==> src/rtl/erase_pkg.sv <==
package erase_pkg;

    typedef enum logic [2:0] {
        PH_IDLE,
        PH_SETUP,
        PH_SECT,
        PH_CHECK,
        PH_POLL
    } phase_t;

    typedef enum logic [2:0] {
        CAUSE_NONE    = 3'd0,
        CAUSE_WINDOW  = 3'd1,
        CAUSE_DEVICE  = 3'd2,
        CAUSE_STALL   = 3'd3,
        CAUSE_TIMEOUT = 3'd4
    } cause_t;

    typedef enum logic [1:0] {
        VD_RUNNING,
        VD_COMPLETE,
        VD_DEVFAIL,
        VD_STALL
    } verdict_t;

    typedef struct packed {
        logic [10:0] addr;
        logic [7:0]  data;
    } bus_word_t;

    localparam int        SETUP_LEN  = 6;
    localparam logic [7:0] SECTOR_CMD = 8'h30;
    localparam int        DONE_BIT   = 7;
    localparam int        FAULT_BIT  = 5;
    localparam int        TIMER_BIT  = 3;

    function automatic bus_word_t setup_word(input logic [2:0] step);
        case (step)
            3'd0:    return '{addr: 11'h555, data: 8'hF0};
            3'd1:    return '{addr: 11'h555, data: 8'hAA};
            3'd2:    return '{addr: 11'h2AA, data: 8'h55};
            3'd3:    return '{addr: 11'h555, data: 8'h80};
            3'd4:    return '{addr: 11'h555, data: 8'hAA};
            default: return '{addr: 11'h2AA, data: 8'h55};
        endcase
    endfunction

endpackage

==> src/rtl/erase_bus_drive.sv <==
module erase_bus_drive
    import erase_pkg::*;
#(
    parameter int SECT_W    = 4,
    parameter int SECT_BITS = 12,
    localparam int ADDR_W   = SECT_W + SECT_BITS
) (
    input  phase_t              phase,
    input  logic [2:0]          step,
    input  logic [SECT_W-1:0]   cur_sect,
    input  logic [SECT_W-1:0]   poll_sect,
    output logic [ADDR_W-1:0]   fl_addr,
    output logic [7:0]          fl_wdata,
    output logic                fl_we,
    output logic                fl_re
);
    bus_word_t word;

    always_comb begin
        word     = setup_word(step);
        fl_addr  = '0;
        fl_wdata = '0;
        fl_we    = 1'b0;
        fl_re    = 1'b0;
        case (phase)
            PH_SETUP: begin
                fl_we    = 1'b1;
                fl_addr  = ADDR_W'(word.addr);
                fl_wdata = word.data;
            end
            PH_SECT: begin
                fl_we    = 1'b1;
                fl_addr  = {cur_sect, {SECT_BITS{1'b0}}};
                fl_wdata = SECTOR_CMD;
            end
            PH_CHECK: begin
                fl_re    = 1'b1;
                fl_addr  = {cur_sect, {SECT_BITS{1'b0}}};
            end
            PH_POLL: begin
                fl_re    = 1'b1;
                fl_addr  = {poll_sect, {SECT_BITS{1'b0}}};
            end
            default: ;
        endcase
    end
endmodule

==> src/rtl/erase_status_judge.sv <==
module erase_status_judge
    import erase_pkg::*;
(
    input  logic       clk,
    input  logic       rst,
    input  logic       clear,
    input  logic       sample,
    input  logic [7:0] rdata,
    output verdict_t   verdict
);
    logic [7:0] newest_q;
    logic [7:0] older_q;
    logic [1:0] fill_q;

    always_comb begin
        verdict = VD_RUNNING;
        if (sample && fill_q == 2'd2) begin
            if (!rdata[DONE_BIT] && rdata != newest_q)
                verdict = VD_RUNNING;
            else if (rdata == newest_q)
                verdict = older_q[FAULT_BIT] ? VD_DEVFAIL : VD_STALL;
            else
                verdict = VD_COMPLETE;
        end
    end

    always_ff @(posedge clk) begin
        if (rst || clear) begin
            newest_q <= '0;
            older_q  <= '0;
            fill_q   <= '0;
        end else if (sample) begin
            older_q  <= newest_q;
            newest_q <= rdata;
            if (fill_q != 2'd2)
                fill_q <= fill_q + 2'd1;
        end
    end

    // no verdict before two earlier reads are held
    AST_HISTORY_FIRST: assert property (@(posedge clk) disable iff (rst)
        (verdict != VD_RUNNING) |-> (fill_q == 2'd2 && sample));
endmodule

==> src/rtl/nor_multi_erase.sv <==
module nor_multi_erase
    import erase_pkg::*;
#(
    parameter int SECT_W    = 4,
    parameter int SECT_BITS = 12,
    parameter int CNT_W     = 5,
    parameter int WIN_CYC   = 2500,
    parameter int POLL_MAX  = 100000,
    localparam int ADDR_W   = SECT_W + SECT_BITS,
    localparam int WIN_W    = $clog2(WIN_CYC + 1),
    localparam int POLL_W   = $clog2(POLL_MAX + 1)
) (
    input  logic              clk,
    input  logic              rst,
    input  logic              start,
    input  logic [SECT_W-1:0] start_sector,
    input  logic [CNT_W-1:0]  sector_count,
    output logic              busy,
    output logic              done,
    output logic              err,
    output logic [2:0]        err_cause,
    output logic [ADDR_W-1:0] fl_addr,
    output logic [7:0]        fl_wdata,
    output logic              fl_we,
    output logic              fl_re,
    input  logic [7:0]        fl_rdata
);
    phase_t             phase;
    logic [2:0]         step;
    logic [SECT_W-1:0]  cur_sect;
    logic [SECT_W-1:0]  poll_sect;
    logic [CNT_W-1:0]   left;
    logic               first;
    logic [POLL_W-1:0]  poll_cnt;
    logic [WIN_W-1:0]   win_cnt;
    verdict_t           verdict;
    logic               accept;

    assign busy   = (phase != PH_IDLE);
    assign accept = (phase == PH_IDLE) && start;

    erase_bus_drive #(.SECT_W(SECT_W), .SECT_BITS(SECT_BITS)) u_drive (
        .phase     (phase),
        .step      (step),
        .cur_sect  (cur_sect),
        .poll_sect (poll_sect),
        .fl_addr   (fl_addr),
        .fl_wdata  (fl_wdata),
        .fl_we     (fl_we),
        .fl_re     (fl_re)
    );

    erase_status_judge u_judge (
        .clk     (clk),
        .rst     (rst),
        .clear   (accept),
        .sample  (phase == PH_POLL),
        .rdata   (fl_rdata),
        .verdict (verdict)
    );

    always_ff @(posedge clk) begin
        if (rst) begin
            phase     <= PH_IDLE;
            step      <= '0;
            cur_sect  <= '0;
            poll_sect <= '0;
            left      <= '0;
            first     <= 1'b0;
            poll_cnt  <= '0;
            done      <= 1'b0;
            err       <= 1'b0;
            err_cause <= CAUSE_NONE;
        end else begin
            done <= 1'b0;
            case (phase)
                PH_IDLE: if (start) begin
                    phase     <= PH_SETUP;
                    step      <= '0;
                    cur_sect  <= start_sector;
                    poll_sect <= start_sector;
                    left      <= (sector_count == '0) ? '0 : sector_count - 1'b1;
                    first     <= 1'b1;
                    poll_cnt  <= '0;
                    err       <= 1'b0;
                    err_cause <= CAUSE_NONE;
                end
                PH_SETUP: begin
                    if (step == 3'(SETUP_LEN - 1))
                        phase <= PH_SECT;
                    else
                        step <= step + 3'd1;
                end
                PH_SECT: begin
                    first <= 1'b0;
                    if (!first)
                        phase <= PH_CHECK;
                    else if (left == '0)
                        phase <= PH_POLL;
                    else begin
                        cur_sect <= cur_sect + 1'b1;
                        left     <= left - 1'b1;
                    end
                end
                PH_CHECK: begin
                    if (fl_rdata[TIMER_BIT]) begin
                        phase     <= PH_IDLE;
                        done      <= 1'b1;
                        err       <= 1'b1;
                        err_cause <= CAUSE_WINDOW;
                    end else if (left == '0) begin
                        phase <= PH_POLL;
                    end else begin
                        cur_sect <= cur_sect + 1'b1;
                        left     <= left - 1'b1;
                        phase    <= PH_SECT;
                    end
                end
                PH_POLL: begin
                    poll_cnt <= poll_cnt + 1'b1;
                    case (verdict)
                        VD_COMPLETE: begin
                            phase <= PH_IDLE;
                            done  <= 1'b1;
                        end
                        VD_DEVFAIL: begin
                            phase     <= PH_IDLE;
                            done      <= 1'b1;
                            err       <= 1'b1;
                            err_cause <= CAUSE_DEVICE;
                        end
                        VD_STALL: begin
                            phase     <= PH_IDLE;
                            done      <= 1'b1;
                            err       <= 1'b1;
                            err_cause <= CAUSE_STALL;
                        end
                        default: if (poll_cnt == POLL_W'(POLL_MAX - 1)) begin
                            phase     <= PH_IDLE;
                            done      <= 1'b1;
                            err       <= 1'b1;
                            err_cause <= CAUSE_TIMEOUT;
                        end
                    endcase
                end
                default: phase <= PH_IDLE;
            endcase
        end
    end

    // Cycles since the most recent sector command, kept while queuing sectors
    always_ff @(posedge clk) begin
        if (rst || phase == PH_SECT || phase == PH_IDLE)
            win_cnt <= '0;
        else if (phase == PH_CHECK && win_cnt != WIN_W'(WIN_CYC))
            win_cnt <= win_cnt + 1'b1;
    end

    AST_SINGLE_BUS_OP: assert property (@(posedge clk) disable iff (rst)
        !(fl_we && fl_re));
    AST_TIMER_ABORT: assert property (@(posedge clk) disable iff (rst)
        (phase == PH_CHECK && fl_rdata[TIMER_BIT]) |=> (done && err && err_cause == CAUSE_WINDOW));
    AST_GAP_IN_WINDOW: assert property (@(posedge clk) disable iff (rst)
        (phase == PH_SECT) |-> (win_cnt < WIN_W'(WIN_CYC) && win_cnt <= 1));
    AST_CLEAN_FINISH: assert property (@(posedge clk) disable iff (rst)
        (done && !err) |-> (err_cause == CAUSE_NONE));
    AST_DONE_PULSE: assert property (@(posedge clk) disable iff (rst)
        done |=> !done);
    AST_BUSY_ENDS_DONE: assert property (@(posedge clk) disable iff (rst)
        $fell(busy) |-> done);
    AST_ERR_HOLDS: assert property (@(posedge clk) disable iff (rst)
        (!busy && !$past(busy) && !start) |=> $stable(err_cause));
endmodule

==> config.mk <==
export PLATFORM = sky130hd
export DESIGN_NAME = nor_multi_erase
export DESIGN_NICKNAME = d
export VERILOG_FILES = /design/src/rtl/erase_pkg.sv /design/src/rtl/erase_bus_drive.sv /design/src/rtl/erase_status_judge.sv /design/src/rtl/nor_multi_erase.sv
export SDC_FILE = /design/constraint.sdc
export NUM_CORES = 1
export LEC_CHECK = 0
export BUFFER_PORTS_ARGS = -buffer_cell sky130_fd_sc_hd__buf_4
export CORE_MARGIN = 2
export CORE_UTILIZATION = 56
export CTS_BUF_LIST = sky130_fd_sc_hd__clkbuf_8
export CTS_CLUSTER_DIAMETER = 120
export DETAILED_ROUTE_END_ITERATION = 12
export HOLD_SLACK_MARGIN = 0.12
export PLACE_DENSITY = 0.88
export SYNTH_ARGS = -nofsm -noshare
export SYNTH_HDL_FRONTEND = slang
export SYNTH_SLANG_ARGS = --single-unit
==> constraint.sdc <==
create_clock -name clk -period 2 [get_ports clk]
set_input_delay 0.1 -clock clk [delete_from_list [all_inputs] [get_ports clk]]
set_output_delay 0.1 -clock clk [all_outputs]
set_load 0.05 [all_outputs]
==> run summary, run 1 <==
WS Path Type - register to output pin
Crit. End Element - output pin
Post-Syn Nets - 423
Initial DRT Pass Iterations - 4
first-pass GRT wire length - 12,700 um
Synth Instances - 394
CP arrival - 1.80 ns
io pins - 52
TritonCTS clock tree - done
non-filler cells, final - 511
Syn-to-layout area delta - 20.4%
RR Startpoint - left[0]
fraction of layout cells with a size suffix above 1 - 0.218
Num CTS Buffers - 5
maxcap violations - 0
Die Y - 78.1 um
Post-synth EDFFs - 0
DRC violations left - 0
worst min-delay path class - primary input to register
reg2reg setup slack - 0.11 ns
initial antenna violation count - 0
Cell Pwr Density - 920 nW/um^2
largest area contributor in the netlist - dfxtp_1
synth unique cells - 61
Post-Syn Area per Cell - 7.81 sq um
top post-synthesis cells by area - dfxtp_1, a21oi_1, nand2_1
worst setup margin - 0.0995 ns
GRT Util Overall - 0.252
die span in x - 78.1 um
die area - 6110 sq um
vias post-DR - 2,994
First DRT Iteration DRCs - 190
vias per cell - 5.86
critical path fanouts, max - 10
hold_ws - 0.187 ns
CP max-delay cell - or3b_1
Primary FF master, synth - dfxtp_1
CTS clk-pin slew, worst paths - 0.11 ns
Synth Cell Area - 3080 sq um
final core utilization - 0.712
area of the core - 5200 sq um
Final Max Slew Viols - 0
Final Hold Viols - 0
Static Leak - 1.39 nW
Tcrit/Tclk final - 0.950
CP startpoint - phase[2]
Final Skew - 0.0148 ns
CTS Root Cell - clkbuf_8
clock sinks - 53
outcome - finished clean
YS warnings - 0
reg2reg path depth - 7
dpl cells - 491
VDD IR max - 1.05 mV
worst path cell trace - or3b_1, buf_4, o21ai_1, buf_4
Fmax - 0.526 GHz
drt wl/cell - 14.8 um
hpwl dp - 5180 um
number of diodes - 0
CTS HTree Levels - 2
number of global-route vias before repair - 2,857
slowest cell delay on critical path - 0.49 ns
most used cell, CP - buf_4
Detailed Route WL - 7580 um
largest net degree at the start of global routing - 40
Filler Cells Inserted - 393
sequential-to-total area share from yosys stat - 0.345
reg2reg end - cur_sect[3]
buffers added on ports - 50
post-synth top area share - 0.345
CTS Buffer Depth - 2
DRT antenna net count - 0
GPL Wtd Cong - 0.840
CP Launch Type - register
count leader, synth - dfxtp_1
CP endpoint - fl_re
synth cell count leaders - dfxtp_1, nand2_1, nor2_1
GRT overflow - 0
initial cell density of the core - 0.591
share of synthesized flip-flops with an asynchronous set or reset - 0
Post-CTS Setup Bufs - 0
Final Setup Violations - 0
clk_lat worst skew - 0.32 ns
Seq cells post-synth - 53
Rows - 26
WP data required - 1.90 ns
final layout net count - 469
crit path time final - 1.90 ns
pre-CTS setup slack - 0.0256 ns
==> cell families after synthesis <==
logic type                 after synthesis  share of synthesized area
and+or+nand+nor                        168                      0.283
AOI/OAI and AO/OA                       87                      0.174
DFF                                     53                      0.345
buffers and inverters                   51                     0.0833
xor gates and xnor gates                16                     0.0455
adders and majority gates                9                     0.0366
muxes                                    9                     0.0321
other                                    1                    0.00122
==> layout by cell type, fill, tap and decap left out, types with 9 or more instances in the layout <==
master and n:
a21oi_1 40, buf_4 62, dfxtp_1 51, dlygate4sd3_1 12
ha_1 9, inv_1 16, nand2_1 52, nand3_1 14
nor2_1 39, nor3_1 12, o21ai_0 10, xnor2_1 15
==> timing repair <==
item,4_1_cts,5_1_grt
hold buffers,12,0
hold endpoints to repair,13,0
setup endpoints to repair,6,27
resized for setup,1,12
==> through the flow <==
| stage | area (sq um) | power (mW) | TNS, ns |
|---|---|---|---|
| 6_report | 3710 | 3.41 | 0 |
| 5_1_grt | 3710 | 3.58 | -0.00356 |
| 4_1_cts | 3660 | 3.35 | 0 |
| 3_5_place_dp | 3440 | 2.70 | 0 |
| 3_3_place_gp | 3440 | 2.66 | 0 |
| 2_1_floorplan | 3080 | 2.36 | -2.37 |
==> power breakdown <==
part / internal, mW / switching [mW]
sequential: 1.15 / 0.101
clock: 0.255 / 0.383
combinational: 0.537 / 0.988
total: 1.94 / 1.47
==> worst max-delay path, delay by kind of cell, from the launching register on <==
kind	cells	cell delay, ns
and+or+nand+nor	1	0.49
buffers and inverters	2	0.45
DFF	1	0.42
AOI/OAI and AO/OA	1	0.11
==> metal layers <==
metal  GRT usage  share of wire  vias to the layer above
met5           0              0                        -
met4      0.0982          0.018                        0
met3      0.0333          0.046                       18
met2       0.449           0.51                      100
met1       0.308           0.42                     1406
li1            -              -                     1470
==> flip-flops by register name, indices dropped and copies added, names as in the netlist <==
name	flops
left	5
err	1
first	1
step	3
poll_sect	4
done	1
u_judge.fill_q	2
cur_sect	4
u_judge.newest_q	8
u_judge.older_q	1
err_cause	3
phase	3
poll_cnt	17
==> layout make-up <==
cell class                 instances  area (sq um)  area share
clock inverter                     3          26.3     0.00709
multi-input combinational        290          1810       0.490
inverter                          16          60.1      0.0162
timing repair buffer              74           586       0.158
clock buffer                       5          68.8      0.0186
sequential                        53          1060       0.287
tap                               70          87.6      0.0236
==> worst min path at each step <==
stage / start / cells after the start / end
floorplan: start_sector[1] / 2 / poll_sect[1]
global placement: start_sector[2] / 3 / poll_sect[2]
detailed placement: fl_rdata[1] / 3 / u_judge.newest_q[1]
CTS: sector_count[0] / 4 / left[0]
global route: rst / 2 / poll_cnt[14]
finish: sector_count[0] / 4 / left[0]
Note: power is estimated with default switching activity, not from simulation.
==> inputs of run 2 (changes only) <==
--- a/config.mk
+++ b/config.mk
@@ -13,6 +13,7 @@
 export DETAILED_ROUTE_END_ITERATION = 12
 export HOLD_SLACK_MARGIN = 0.12
 export PLACE_DENSITY = 0.88
+export SETUP_SLACK_MARGIN = 0.15
 export SYNTH_ARGS = -nofsm -noshare
 export SYNTH_HDL_FRONTEND = slang
 export SYNTH_SLANG_ARGS = --single-unit
==> run summary, run 2 (synthesized netlist as in run 1, its figures left out) <==
Final Hold Viols - 0 (unchanged)
VDD IR max - 0.662 mV (was 1.05 mV)
Syn-to-layout area delta - 27.8% (was 20.4%)
Logic pwr share - 0.478 (was 0.447)
outcome - finished clean (unchanged)
Fmax - 0.543 GHz (was 0.526 GHz)
crit path time final - 1.84 ns (was 1.90 ns)
pre-CTS setup slack - 0.102 ns (was 0.0256 ns)
clk_lat worst skew - 0.30 ns (was 0.32 ns)
number of diodes - 0 (unchanged)
CTS HTree Levels - 2 (unchanged)
GPL Wtd Cong - 0.862 (was 0.840)
Sw Ratio - 0.419 (was 0.432)
Final Setup Violations - 0 (unchanged)
CTS Root Cell - clkbuf_8 (unchanged)
reg2reg path depth - 5 (was 7)
worst path cell trace - or4b_4, a21oi_2, a31oi_1, and2_4, o311a_1 (was or3b_1, buf_4, o21ai_1, buf_4)
hold path depth - 4 (unchanged)
WS Path Type - register to register (was register to output pin)
maxcap violations - 0 (unchanged)
Initial DRT Pass Iterations - 6 (was 4)
fraction of layout cells with a size suffix above 1 - 0.279 (was 0.218)
Tot Pwr - 3.53 mW (was 3.41 mW)
Num CTS Buffers - 5 (unchanged)
most frequent cells in the layout - buf_4, nand2_1, dfxtp_1 (unchanged)
DRT antenna net count - 0 (unchanged)
WP data required - 2.20 ns (was 1.90 ns)
P_sw - 1.48 mW (was 1.47 mW)
post-route setup TNS - 0 ns (unchanged)
Final Skew - 0.00587 ns (was 0.0148 ns)
internal cell power - 2.05 mW (was 1.94 mW)
CP arrival - 2.04 ns (was 1.80 ns)
Rows - 26 (unchanged)
CTS Buffer Depth - 2 (unchanged)
area of placed instances - 3500 sq um (was 3440 sq um)
Flop pwr share - 0.356 (was 0.366)
drt wl/cell - 14.8 um (about the same)
initial antenna violation count - 0 (unchanged)
Detailed Route WL - 7710 um (was 7580 um)
final layout net count - 480 (was 469)
CP Launch Type - register (unchanged)
die area - 6110 sq um (unchanged)
hpwl dp - 5080 um (was 5180 um)
top flop regs - poll_cnt: 17 flops, u_judge.newest_q: 8 flops, left: 5 flops (unchanged)
worst min-delay path class - primary input to register (unchanged)
Largest register FFs - 17 (unchanged)
buffers added on ports - 50 (unchanged)
Die Y - 78.1 um (unchanged)
Final Instance Area - 3940 sq um (was 3710 sq um)
Crit. End Element - register (was output pin)
io pins - 52 (unchanged)
largest net degree at the start of global routing - 40 (unchanged)
area of the core - 5200 sq um (unchanged)
CP max-delay cell - or4b_4 (was or3b_1)
Filler Cells Inserted - 372 (was 393)
TritonCTS clock tree - done (unchanged)
DRC violations left - 0 (unchanged)
Final Max Slew Viols - 0 (unchanged)
number of global-route vias before repair - 2,823 (was 2,857)
CTS clk-pin slew, worst paths - 0.09 ns (was 0.11 ns)
vias per cell - 5.90 (was 5.86)
worst setup margin - 0.157 ns (was 0.0995 ns)
Static Leak - 1.48 nW (was 1.39 nW)
clock sinks - 53 (unchanged)
die span in x - 78.1 um (unchanged)
vias post-DR - 3,081 (was 2,994)
Biggest register - poll_cnt (unchanged)
Cell Pwr Density - 898 nW/um^2 (was 920 nW/um^2)
slowest cell delay on critical path - 0.58 ns (was 0.49 ns)
unrepaired setup endpoints after global routing - true
First DRT Iteration DRCs - 299 (was 190)
commonest non-fill, non-tap cell in the layout - buf_4 (unchanged)
Tcrit/Tclk final - 0.921 (was 0.950)
GRT Util Overall - 0.250 (was 0.252)
first-pass GRT wire length - 12,600 um (was 12,700 um)
Clock power frac - 0.166 (was 0.187)
GRT overflow - 0 (unchanged)
critical path fanouts, max - 8 (was 10)
initial cell density of the core - 0.591 (unchanged)
==> run 2: what timing repair did <==
action / 4_1_cts / 5_1_grt
gates resized for setup: 17 / 31
buffers inserted: 1 / 6
setup endpoints to repair: 32 / 39
endpoints found under the hold margin: 13 / 0
cloned: 0 / 1
hold buffers: 12 / 0
pin swaps: 2 / 6
==> run 2: stage by stage <==
stage	util	hold WS, ns	std cells
floorplan	-	0.236	394
global placement	0.673	0.359	494
detailed placement	0.673	0.372	494
CTS	0.722	0.173	515
global route	0.756	0.205	522
finish	0.756	0.171	522
==> run 2: worst max-delay path: cells and delay by family, from the launching register on <==
| family | cells | cell delay (ns) |
|---|---|---|
| and+or+nand+nor | 2 | 0.78 |
| DFF | 1 | 0.39 |
| AOI/OAI and AO/OA | 3 | 0.57 |
==> run 2: final cells by class <==
| type | instances | area, sq um | area share |
|---|---|---|---|
| Timing Repair Buffer | 85 | 726 | 0.184 |
| Multi-Input combinational cell | 290 | 1900 | 0.484 |
| Tap cell | 70 | 87.6 | 0.0223 |
| Clock buffer | 5 | 68.8 | 0.0175 |
| Sequential cell | 53 | 1070 | 0.273 |
| Clock inverter | 3 | 15.0 | 0.00382 |
| Inverter | 16 | 60.1 | 0.0153 |
==> run 2: worst paths after layout <==
path	startpoint	endpoint	slack, ns
max	phase[0]	err_cause[0]	0.16
min	sector_count[0]	left[0]	0.17
max reg2reg	phase[0]	err_cause[0]	0.16
min reg2reg	poll_sect[0]	poll_sect[0]	0.46
==> run 2: per-layer routing <==
metal	GRT usage	share of wire	vias to the layer above
met1	0.324	0.44	1476
li1	-	-	1502
met3	0.0356	0.050	6
met2	0.441	0.51	97
met5	0	0	-
met4	0.0596	0.0058	0
==> run 2: power by group through the flow <==
stage | logic [mW] | registers [mW] | clock network (mW)
4_1_cts | 1.57 | 1.24 | 0.589
2_1_floorplan | 1.12 | 1.28 | 0
6_report | 1.69 | 1.26 | 0.585
3_5_place_dp | 1.50 | 1.26 | 0
5_1_grt | 1.82 | 1.27 | 0.647
3_3_place_gp | 1.47 | 1.26 | 0
==> inputs of run 3 (changes only) <==
--- a/config.mk
+++ b/config.mk
@@ -13,6 +13,7 @@
 export DETAILED_ROUTE_END_ITERATION = 12
 export HOLD_SLACK_MARGIN = 0.12
 export PLACE_DENSITY = 0.88
+export RECOVER_POWER = 50
 export SETUP_SLACK_MARGIN = 0.15
 export SYNTH_ARGS = -nofsm -noshare
 export SYNTH_HDL_FRONTEND = slang
==> run summary, run 3 (synthesized netlist as in run 1, its figures left out) <==
Largest register FFs - 17 (unchanged)
most frequent cells in the layout - nand2_1, buf_4, dfxtp_1 (was buf_4, nand2_1, dfxtp_1)
vias post-DR - 3,085 (was 3,081)
drt wl/cell - 14.7 um (was 14.8 um)
post-route setup TNS - 0 ns (unchanged)
WP data required - 1.90 ns (was 2.20 ns)
Syn-to-layout area delta - 26.4% (was 27.8%)
commonest non-fill, non-tap cell in the layout - nand2_1 (was buf_4)
number of global-route vias before repair - 2,823 (unchanged)
vias per cell - 5.91 (was 5.90)
worst min-delay path class - primary input to register (unchanged)
area of placed instances - 3500 sq um (unchanged)
CP Depth - 4 (was 5)
Worst Path Buf+Inv - 2 (was 0)
Detailed Route WL - 7680 um (was 7710 um)
slowest cell delay on critical path - 0.46 ns (was 0.58 ns)
critical path fanouts, max - 8 (unchanged)
Final Setup Violations - 0 (unchanged)
top flop regs - poll_cnt: 17 flops, u_judge.newest_q: 8 flops, left: 5 flops (unchanged)
Final Max Slew Viols - 0 (unchanged)
reg2reg path depth - 5 (unchanged)
VDD IR max - 0.660 mV (was 0.662 mV)
DRT antenna net count - 0 (unchanged)
Tcrit/Tclk final - 0.927 (was 0.921)
clk_lat worst skew - 0.30 ns (about the same)
initial antenna violation count - 0 (unchanged)
outcome - finished clean (unchanged)
slew margin rel. - 0.569
CTS Buffer Depth - 2 (unchanged)
number of diodes - 0 (unchanged)
Final Skew - 0.00905 ns (was 0.00587 ns)
DRC violations left - 0 (unchanged)
GPL Wtd Cong - 0.862 (unchanged)
die area - 6110 sq um (unchanged)
CP top delay family - simple AND/OR/NAND/NOR gates (unchanged)
unrepaired setup endpoints after global routing - true (unchanged)
hpwl dp - 5080 um (unchanged)
CP arrival - 1.75 ns (was 2.04 ns)
CP max-delay cell - or3b_4 (was or4b_4)
Least-Margin Pin Slew - 0.647 ns
most used cell, CP - buf_6
CTS clk-pin slew, worst paths - 0.09 ns (about the same)
Crit. End Element - output pin (was register)
hold_ws - 0.175 ns (was 0.171 ns)
Static Leak - 1.43 nW (was 1.48 nW)
CTS HTree Levels - 2 (unchanged)
GRT overflow - 0 (unchanged)
fraction of layout cells with a size suffix above 1 - 0.261 (was 0.279)
maxcap violations - 0 (unchanged)
Cell Pwr Density - 900 nW/um^2 (was 898 nW/um^2)
TritonCTS clock tree - done (unchanged)
Rows - 26 (unchanged)
area of the core - 5200 sq um (unchanged)
final layout net count - 480 (unchanged)
buffers added on ports - 50 (unchanged)
CTS Root Cell - clkbuf_8 (unchanged)
First DRT Iteration DRCs - 306 (was 299)
GRT Util Overall - 0.250 (unchanged)
worst setup margin - 0.147 ns (was 0.157 ns)
worst path cell trace - or3b_4, buf_6, nor2_4, buf_6 (was or4b_4, a21oi_2, a31oi_1, and2_4, o311a_1)
first-pass GRT wire length - 12,600 um (unchanged)
CP Launch Type - register (unchanged)
Initial DRT Pass Iterations - 5 (was 6)
CP startpoint - phase[0] (unchanged)
reg2reg setup slack - 0.15 ns (was 0.16 ns)
Final Instance Area - 3890 sq um (was 3940 sq um)
die span in x - 78.1 um (unchanged)
Biggest register - poll_cnt (unchanged)
largest net degree at the start of global routing - 40 (unchanged)
clock sinks - 53 (unchanged)
reg2reg end - err_cause[0] (unchanged)
RR Startpoint - phase[0] (unchanged)
Final Hold Viols - 0 (unchanged)
Fmax - 0.540 GHz (was 0.543 GHz)
initial cell density of the core - 0.591 (unchanged)
io pins - 52 (unchanged)
WS Path Type - register to output pin (was register to register)
CP endpoint - fl_addr[2] (was err_cause[0])
pre-CTS setup slack - 0.102 ns (unchanged)
crit path time final - 1.85 ns (was 1.84 ns)
Die Y - 78.1 um (unchanged)
Num CTS Buffers - 5 (unchanged)
## run 3: metrics by stage
step	total power, mW	utilization	cells
after floorplan	2.40	-	394
after global placement	2.73	0.673	494
after detailed placement	2.77	0.673	494
after CTS	3.40	0.722	515
after global routing	3.70	0.747	522
final	3.50	0.747	522
## run 3: area by class of cell
type	instances	area, sq um
Sequential cell	53	1070
Timing Repair Buffer	85	694
Clock buffer	5	68.8
Clock inverter	3	15.0
Inverter	16	60.1
Tap cell	70	87.6
Multi-Input combinational cell	290	1890
Fill cell	384	1320
## run 3: worst min path at each step
stage	from	to	slack, ns	cells after the start
2_1_floorplan	start_sector[1]	poll_sect[1]	0.24	2
6_report	sector_count[0]	left[0]	0.18	4
4_1_cts	sector_count[0]	left[0]	0.17	4
5_1_grt	sector_count[0]	left[0]	0.21	4
3_3_place_gp	start_sector[2]	poll_sect[2]	0.36	3
3_5_place_dp	fl_rdata[0]	u_judge.newest_q[0]	0.37	3
## run 3: timing repair
action	CTS	global route
setup buffers	1	6
pin swaps	2	6
endpoints found under the setup margin	32	39
endpoints found under the hold margin	13	0
gates resized for setup	17	31
hold buffers	12	0
cloned	0	1
## run 3: routing by layer
layer  GRT usage  vias up  share of wire
met5           0        -              0
met4      0.0596        0         0.0055
met3      0.0356        6          0.059
met2       0.441      120           0.51
met1       0.324     1456           0.43
li1            -     1503              -
## run 3: report_power, final
group | internal [mW] | leakage (nW) | switching, mW
sequential | 1.15 | 0.434 | 0.109
combinational | 0.632 | 0.950 | 1.03
clock | 0.239 | 0.0467 | 0.344
total | 2.02 | 1.43 | 1.48
## run 3: worst reg2reg max path: cells and delay by family, from the launching register on
family             cells  cell delay [ns]
DFF                    1             0.38
AOI/OAI and AO/OA      1             0.33
and+or+nand+nor        4             1.03
